--- src/rtl/sdac_pkg.sv ---
package sdac_pkg;

    localparam int unsigned WORD_BITS_DEF  = 18;
    localparam int unsigned MIN_DWELL_DEF  = 2;

    // Transition seen on latch enable at the current edge
    typedef enum logic [1:0] {
        LE_HOLD = 2'd0,
        LE_FALL = 2'd1,
        LE_RISE = 2'd2
    } le_evt_t;

    // Dwell-rule violation pair
    typedef struct packed {
        logic high_short;
        logic low_short;
    } dwell_err_t;

    function automatic int unsigned max2(input int unsigned a, input int unsigned b);
        return (a > b) ? a : b;
    endfunction

endpackage

--- src/rtl/sdac_shifter.sv ---
module sdac_shifter #(
    parameter int unsigned WORD_BITS = 18
) (
    input  logic                 clk,
    input  logic                 rst,
    input  logic                 ser_in,
    output logic [WORD_BITS-1:0] shreg
);

    // Oldest bit moves toward the top; newest enters at bit 0
    always_ff @(posedge clk) begin
        if (rst) begin
            shreg <= '0;
        end else begin
            shreg <= {shreg[WORD_BITS-2:0], ser_in};
        end
    end

endmodule

--- src/rtl/sdac_le_monitor.sv ---
module sdac_le_monitor
    import sdac_pkg::*;
#(
    parameter int unsigned MIN_HIGH_EDGES = 2,
    parameter int unsigned MIN_LOW_EDGES  = 2
) (
    input  logic       clk,
    input  logic       rst,
    input  logic       le_in,
    output le_evt_t    evt,
    output dwell_err_t err_q
);

    localparam int unsigned RUN_MAX = max2(max2(MIN_HIGH_EDGES, MIN_LOW_EDGES), 1);
    localparam int unsigned RUN_W   = $clog2(RUN_MAX + 1);

    logic             le_prev;
    logic [RUN_W-1:0] run_len;

    always_comb begin
        if (le_prev && !le_in) begin
            evt = LE_FALL;
        end else if (!le_prev && le_in) begin
            evt = LE_RISE;
        end else begin
            evt = LE_HOLD;
        end
    end

    always_ff @(posedge clk) begin
        if (rst) begin
            le_prev <= 1'b0;
            run_len <= RUN_W'(RUN_MAX);
            err_q   <= '0;
        end else begin
            le_prev <= le_in;
            err_q   <= '0;
            unique case (evt)
                LE_FALL: begin
                    err_q.high_short <= (run_len < RUN_W'(MIN_HIGH_EDGES));
                    run_len          <= RUN_W'(1);
                end
                LE_RISE: begin
                    err_q.low_short  <= (run_len < RUN_W'(MIN_LOW_EDGES));
                    run_len          <= RUN_W'(1);
                end
                default: begin
                    if (run_len != RUN_W'(RUN_MAX)) begin
                        run_len <= run_len + RUN_W'(1);
                    end
                end
            endcase
        end
    end

    AST_HIGH_SHORT_ON_FALL: assert property (@(posedge clk) disable iff (rst)
        err_q.high_short |-> (!$past(le_in) && $past(le_in, 2)));

    AST_LOW_SHORT_ON_RISE: assert property (@(posedge clk) disable iff (rst)
        err_q.low_short |-> ($past(le_in) && !$past(le_in, 2)));

endmodule

--- src/rtl/sdac_word_latch.sv ---
module sdac_word_latch #(
    parameter int unsigned WORD_BITS = 18
) (
    input  logic                 clk,
    input  logic                 rst,
    input  logic                 load,
    input  logic [WORD_BITS-1:0] word_in,
    output logic [WORD_BITS-1:0] word_out,
    output logic                 word_valid
);

    always_ff @(posedge clk) begin
        if (rst) begin
            word_out   <= '0;
            word_valid <= 1'b0;
        end else begin
            word_valid <= load;
            if (load) begin
                word_out <= word_in;
            end
        end
    end

    AST_VALID_SINGLE: assert property (@(posedge clk) disable iff (rst)
        word_valid |=> !word_valid);

endmodule

--- src/rtl/sdac_frontend.sv ---
module sdac_frontend
    import sdac_pkg::*;
#(
    parameter int unsigned WORD_BITS      = WORD_BITS_DEF,
    parameter int unsigned MIN_HIGH_EDGES = MIN_DWELL_DEF,
    parameter int unsigned MIN_LOW_EDGES  = MIN_DWELL_DEF
) (
    input  logic                 clk,
    input  logic                 rst,
    input  logic                 ser_data,
    input  logic                 latch_en,
    output logic [WORD_BITS-1:0] word_out,
    output logic                 word_valid,
    output logic                 le_high_short,
    output logic                 le_low_short
);

    logic [WORD_BITS-1:0] shreg;
    le_evt_t              le_evt;
    dwell_err_t           dwell_err;

    sdac_shifter #(.WORD_BITS(WORD_BITS)) u_shift (
        .clk    (clk),
        .rst    (rst),
        .ser_in (ser_data),
        .shreg  (shreg)
    );

    sdac_le_monitor #(
        .MIN_HIGH_EDGES (MIN_HIGH_EDGES),
        .MIN_LOW_EDGES  (MIN_LOW_EDGES)
    ) u_mon (
        .clk   (clk),
        .rst   (rst),
        .le_in (latch_en),
        .evt   (le_evt),
        .err_q (dwell_err)
    );

    sdac_word_latch #(.WORD_BITS(WORD_BITS)) u_latch (
        .clk        (clk),
        .rst        (rst),
        .load       (le_evt == LE_FALL),
        .word_in    (shreg),
        .word_out   (word_out),
        .word_valid (word_valid)
    );

    assign le_high_short = dwell_err.high_short;
    assign le_low_short  = dwell_err.low_short;

    AST_VALID_AFTER_FALL: assert property (@(posedge clk) disable iff (rst)
        word_valid |-> ($past(latch_en, 2) && !$past(latch_en)));

    AST_LSB_LAST_BIT: assert property (@(posedge clk) disable iff (rst)
        word_valid |-> (word_out[0] == $past(ser_data, 2)));

    AST_HOLD_NO_STROBE: assert property (@(posedge clk) disable iff (rst)
        !word_valid |-> $stable(word_out));

    AST_HIGH_SHORT_WITH_LOAD: assert property (@(posedge clk) disable iff (rst)
        le_high_short |-> word_valid);

endmodule

--- config.mk ---
export PLATFORM = sky130hd
export DESIGN_NAME = sdac_frontend
export DESIGN_NICKNAME = d
export VERILOG_FILES = /design/src/rtl/sdac_pkg.sv /design/src/rtl/sdac_shifter.sv /design/src/rtl/sdac_le_monitor.sv /design/src/rtl/sdac_word_latch.sv /design/src/rtl/sdac_frontend.sv
export SDC_FILE = /design/constraint.sdc
export NUM_CORES = 1
export LEC_CHECK = 0
export BUFFER_PORTS_ARGS = -buffer_cell sky130_fd_sc_hd__buf_2
export CAP_MARGIN = 25
export CORE_AREA = 2 2 59 61
export DETAILED_ROUTE_END_ITERATION = 8
export DIE_AREA = 0 0 61 63
export PLACE_DENSITY_LB_ADDON = 0.1
export REMOVE_ABC_BUFFERS = 1
export SLEW_MARGIN = 5
export SYNTH_ARGS = -nofsm -noshare
export SYNTH_HDL_FRONTEND = slang
export SYNTH_HIERARCHICAL = 1
export SYNTH_SLANG_ARGS = --single-unit
--- constraint.sdc ---
create_clock -name clk -period 1.5 [get_ports clk]
set_clock_uncertainty 0.1 [all_clocks]
set_input_delay 0.075 -clock clk [delete_from_list [all_inputs] [get_ports clk]]
set_output_delay 0.075 -clock clk [all_outputs]
set_load 0.02 [all_outputs]
==> results of run 1 <==
worst paths after layout:
check                           depth (start not counted)  slack [ns]         startpoint                   to
worst max-delay path                                    6        0.02      u_mon/le_prev  u_latch/word_out[3]
worst min-delay path                                    2        0.09                rst  u_latch/word_out[9]
worst max register to register                          6        0.02      u_mon/le_prev  u_latch/word_out[3]
worst min register to register                          1        0.37  u_shift/shreg[14]    u_shift/shreg[15]
timing repair:
item / 4_1_cts / 5_1_grt
gates resized for setup: 1 / 3
hold endpoints to repair: 2 / 0
pin swaps: 0 / 0
setup buffers: 0 / 1
hold buffers: 2 / 0
cloned: 0 / 2
setup endpoints to repair: 1 / 8
cell families after synthesis:
| kind of cell | Yosys count |
|---|---|
| and+or+nand+nor | 43 |
| DFF | 42 |
| muxes | 18 |
| buffers and inverters | 8 |
| adders and majority gates | 5 |
| AOI/OAI and AO/OA | 2 |
| xor gates and xnor gates | 1 |
metrics by stage:
stage	hold WS (ns)	util [%]	total power, mW	area [µm²]	setup TNS, ns
finish	0.08834	54.32	1.977	1755	0
detailed placement	0.1998	48.97	1.269	1583	0
global placement	0.1791	48.97	1.264	1583	0
global route	0.08589	54.32	2.084	1755	-0.3619
floorplan	0.04169	-	1.225	1358	-0.5395
CTS	0.07123	52.15	1.998	1685	0
per-layer routing:
metal / wire length [µm] / vias to the layer above / global-route usage [%]
li1: - / 445 / -
met1: 1056 / 402 / 15.45
met2: 1044 / 23 / 20.30
met3: 129 / 2 / 6.418
met4: 15 / 0 / 5.707
met5: 0 / - / 0
area by class of cell:
class | instances | area share (%)
sequential | 42 | 47.97
multi-input combinational | 69 | 29.51
timing repair buffer | 32 | 13.97
tap | 46 | 3.279
clock buffer | 6 | 2.922
clock inverter | 1 | 1.711
inverter | 3 | 0.6415
worst max-delay path, delay by kind of cell, from the launching register on:
family                   cells  cell delay (ns)
AND/OR/NAND/NOR              2             0.30
multiplexers                 1             0.18
adder cells (fa/ha/maj)      1             0.16
flip-flops                   1             0.37
buffers and inverters        2             0.26
placed cells by master, fill, tap and decap left out:
cell type	n
bufinv_16	1
dlygate4sd3_1	2
clkbuf_4	5
ha_1	4
buf_2	24
and2b_1	7
nand2b_1	2
clkbuf_8	1
ha_4	1
buf_12	2
nor2b_1	12
inv_2	1
inv_1	2
mux2i_1	18
nor3b_1	2
a21oi_1	1
nor2b_4	1
dfxtp_2	1
dfxtp_1	41
a31o_1	1
nor2_1	19
clkbuf_16	2
xor2_1	1
buf_4	2
where the power goes:
| group | switching [mW] | internal [mW] | leakage [nW] |
|---|---|---|---|
| combinational | 0.0576 | 0.0601 | 0.390 |
| clock | 0.328 | 0.388 | 0.0443 |
| sequential | 0.0107 | 1.13 | 0.340 |
| total | 0.396 | 1.58 | 0.774 |
flip-flops by register name, indices dropped and copies added, names as in the netlist:
register	cells
u_latch/word_out	18
u_latch/word_valid	1
u_mon/err_q	2
u_mon/le_prev	1
u_mon/run_len	2
u_shift/shreg	18
==> flow_summary.json, run 1 <==
{
  "peakVddDrop_uv": 697.1,
  "synth-edff-count": 0,
  "synth_most_common_cell": "dfxtp_1",
  "synth_area_leader_cell": "dfxtp_1",
  "maxCapViolations": 0,
  "area_growth_pct": 24.82,
  "final_cells": 199,
  "synth_fa_ha_area_share_pct": 4.448,
  "cts_sinks": 42,
  "path_cells": "inv_2 -> ha_4 -> nor2b_4 -> clkbuf_16 -> mux2i_1 -> nor2_1",
  "final_max_slew_viol_count": 0,
  "coreArea_mm2": 0.003232,
  "critPathKind": "flip-flop to flip-flop",
  "grt_pass1_vias": 848,
  "layout_setup_ws_ns": 0.01709,
  "max_freq_ghz": 0.6744,
  "clk_pin_slew_ns": 0.11,
  "min_path_type": "input port to flip-flop",
  "dieArea_mm2": 0.003843,
  "synth-compound-area-share_pct": 0.9786,
  "clock-root-buffer": "clkbuf_4",
  "vias": 872,
  "pre_cts_slack_ns": 0.02884,
  "synth_ff_type": "dfxtp_1",
  "cts_tree": "built",
  "status": "finished clean",
  "grt_util_all_layers_pct": 13.26,
  "critical_path_arrival_ns": 1.60,
  "syn_area_per_cell_um2": 11.82,
  "yosys-top-cells-area": "dfxtp_1, mux2i_1, nor2b_1, nor2_1, ha_1",
  "rsz0062_at_grt": "true",
  "ys_seq_elements": 42,
  "place_congestion": 0.6742,
  "cts.path.max_buffers": 2,
  "synth-xor-area-share_pct": 0.6228,
  "cp_slowest_cell": "dfxtp_2",
  "synth_top_area_share_pct": 59.79,
  "cts-buffers-inserted": 5,
  "antenna_cells": 0,
  "drc": 0,
  "h-tree-depth": 2,
  "ys_warn_count": 6,
  "drive_above_1_share_pct": 26.80,
  "synth.top_cells.by_count": "dfxtp_1, nor2_1, mux2i_1",
  "grt_max_degree": 34,
  "finalCritPeriodShare_pct": 98.86,
  "antenna_found_initial": 0,
  "synth.area.mux_share_pct": 12.81,
  "cp-start-kind": "flip-flop",
  "via_per_inst": 4.382,
  "drt-total-wl_um": 2245,
  "final-hold-violation-count": 0,
  "placedCellCount": 187,
  "clk_latency_ns": 0.33,
  "multi_input_area_um2": 518.0,
  "routedWlPerCell_um": 11.28,
  "async_flop_share_pct": 0,
  "core.rowCount": 21,
  "power.density_mw_per_mm2": 1126,
  "io_buffers": 24,
  "synth_simple_gate_area_share_pct": 17.08,
  "netlist_area_mm2": 0.001406,
  "required_ns": 1.62,
  "start_util_pct": 43.52,
  "crit_fanout": 4,
  "max_slew_margin_pct": 65.01,
  "drtIter0Drc": 19,
  "power_leakage_nw": 0.7744,
  "overflow": 0,
  "nNetsFinal": 162,
  "syn_inst": 119,
  "setup_violations": 0,
  "ant_nets": 0,
  "die_h_um": 63,
  "n_fill_cell": 312,
  "synth_top_family_by_area": "simple AND/OR/NAND/NOR gates",
  "die_w_um": 61,
  "ios": 25,
  "ys_types": 17,
  "dp_hpwl_um": 1423,
  "ff_latch_area_um2": 842.1,
  "crit_path_max_incr_delay_ns": 0.37,
  "drt-pass1-iter-count": 2,
  "worstMarginPinSlew_ns": 0.5249,
  "crit_path_end_kind": "flip-flop",
  "yosysSeqAreaShare_pct": 59.79,
  "period_needed_ns": 1.483,
  "grt_pass1_wl_um": 3698
}
Power figures use the tool's default switching activity.
==> run 2: changes to the inputs <==
- clock period: 1.5 -> 1.74 ns (I/O delays scaled with it)
==> flow_summary.json, run 2 (synthesis gave the netlist of run 1 again) <==
{
  "status": "finished clean",
  "cts_tree": "built",
  "p_sw_share_pct": 19.97,
  "drt-total-wl_um": 2034,
  "max_slew_margin_pct": 65.88,
  "worstMarginPinSlew_ns": 0.5119,
  "grt_util_all_layers_pct": 12.64,
  "rsz0062_at_grt": "false",
  "dr_wl_met2_um": 933,
  "p_int_mw": 1.353,
  "maxCapViolations": 0,
  "antenna_cells": 0,
  "cts_sinks": 42,
  "antenna_found_initial": 0,
  "ios": 25,
  "drc": 0,
  "grt_pass1_vias": 861,
  "final-hold-violation-count": 0,
  "finalCritPeriodShare_pct": 85.82,
  "drive_above_1_share_pct": 23.33,
  "fin_setup_tns_ns": 0,
  "power.density_mw_per_mm2": 1011,
  "dieArea_mm2": 0.003843,
  "r2r_setup_slack_ns": 0.29,
  "power_switching_mw": 0.3376,
  "final_max_slew_viol_count": 0,
  "stdcell_area_mm2": 0.001672,
  "critPathKind": "input port to flip-flop",
  "p_total_mw": 1.690,
  "peakVddDrop_uv": 577.5,
  "cts_resized": 0,
  "grt_pass1_wl_um": 3560,
  "via_per_inst": 4.423,
  "utilization_pct": 51.72,
  "required_ns": 1.85,
  "period_needed_ns": 1.493,
  "cts-buffers-inserted": 5,
  "grt_max_degree": 34,
  "pre_cts_slack_ns": 0.2921,
  "final_common_cell": "dfxtp_1",
  "coreArea_mm2": 0.003232,
  "p_clk_share_pct": 36.5,
  "place_congestion": 0.6703,
  "layout_setup_ws_ns": 0.2467,
  "reg_top3": "u_latch/word_out (18), u_shift/shreg (18)",
  "cts.path.max_buffers": 2,
  "drt-pass1-iter-count": 2,
  "met3_length_um": 103,
  "die_w_um": 61,
  "vias": 867,
  "crit_fanout": 19,
  "min_path_type": "input port to flip-flop",
  "most-common-layout-cells": "dfxtp_1, buf_2, nor2_1",
  "power_leakage_nw": 0.7444,
  "clock-root-buffer": "clkbuf_4",
  "hold_ws_ns": 0.09604,
  "p_comb_share_pct": 5.2,
  "drtIter0Drc": 26,
  "ant_nets": 0,
  "routed.top_layer": "met4",
  "power_frac_seq_pct": 58.3,
  "io_buffers": 24,
  "overflow": 0,
  "start_util_pct": 43.52,
  "nNetsFinal": 159,
  "setup_violations": 0,
  "h-tree-depth": 2,
  "area_growth_pct": 18.86,
  "wl_met1_um": 967,
  "max_freq_ghz": 0.6697,
  "dpl_cell_area_mm2": 0.001570,
  "die_h_um": 63,
  "crit_path_end_kind": "flip-flop",
  "dp_hpwl_um": 1359,
  "core.rowCount": 21,
  "placedCellCount": 187,
  "final_cells": 196,
  "critical_path_arrival_ns": 1.60,
  "cp-start-kind": "input port",
  "clk_latency_ns": 0.33,
  "clk_pin_slew_ns": 0.11,
  "routedWlPerCell_um": 10.38
}
==> run 2: changes by cell type in the layout (fill, tap and decap cells not counted) <==
cell       before  now
buf_12          2    1
ha_1            4    5
inv_2           1    0
dfxtp_2         1    0
ha_4            1    0
dfxtp_1        41   42
inv_1           2    3
clkbuf_16       2    0
==> run 2: area by class of cell <==
| cell class | count | area, µm² |
|---|---|---|
| Clock inverter | 1 | 30.03 |
| Multi-Input combinational cell | 69 | 505.5 |
| Fill cell | 307 | 1560 |
| Sequential cell | 42 | 840.8 |
| Inverter | 3 | 11.26 |
| Tap cell | 46 | 57.56 |
| Timing Repair Buffer | 29 | 175.2 |
| Clock buffer | 6 | 51.30 |
==> run 2: path summary, 6_finish.rpt <==
check	to	cells after the start	start
worst min-delay path	u_latch/word_out[7]	2	rst
worst min register to register	u_shift/shreg[6]	1	u_shift/shreg[5]
worst max register to register	u_latch/word_out[17]	6	u_mon/le_prev
worst max-delay path	u_latch/word_out[17]	8	latch_en
==> run 2: repair_timing <==
action | in CTS | in global routing
hold buffers | 2 | 0
hold endpoints to repair | 2 | 0
setup endpoints to repair | 0 | 0
setup buffers | 0 | 0
==> run 2: layer usage <==
metal / up-vias / global-route usage (%)
li1: 442 / -
met4: 0 / 5.707
met3: 5 / 5.590
met1: 398 / 14.68
met5: - / 0
met2: 22 / 19.62
==> run 2: worst max-delay path, cell delays in order <==
cell and delay, ns:
dlygate4sd3_1 0.53, buf_2 0.14, inv_1 0.09, ha_1 0.15, nor2b_4 0.15, buf_12 0.19, mux2i_1 0.20, nor2_1 0.05
==> run 2: power by group through the flow <==
stage | clock (mW) | combinational (mW) | sequential (mW)
final | 0.617 | 0.0887 | 0.985
after global routing | 0.690 | 0.0999 | 0.988
after CTS | 0.643 | 0.0896 | 0.985
after detailed placement | 0 | 0.0863 | 1.01
after global placement | 0 | 0.0816 | 1.01
after floorplan | 0 | 0.0481 | 1.01
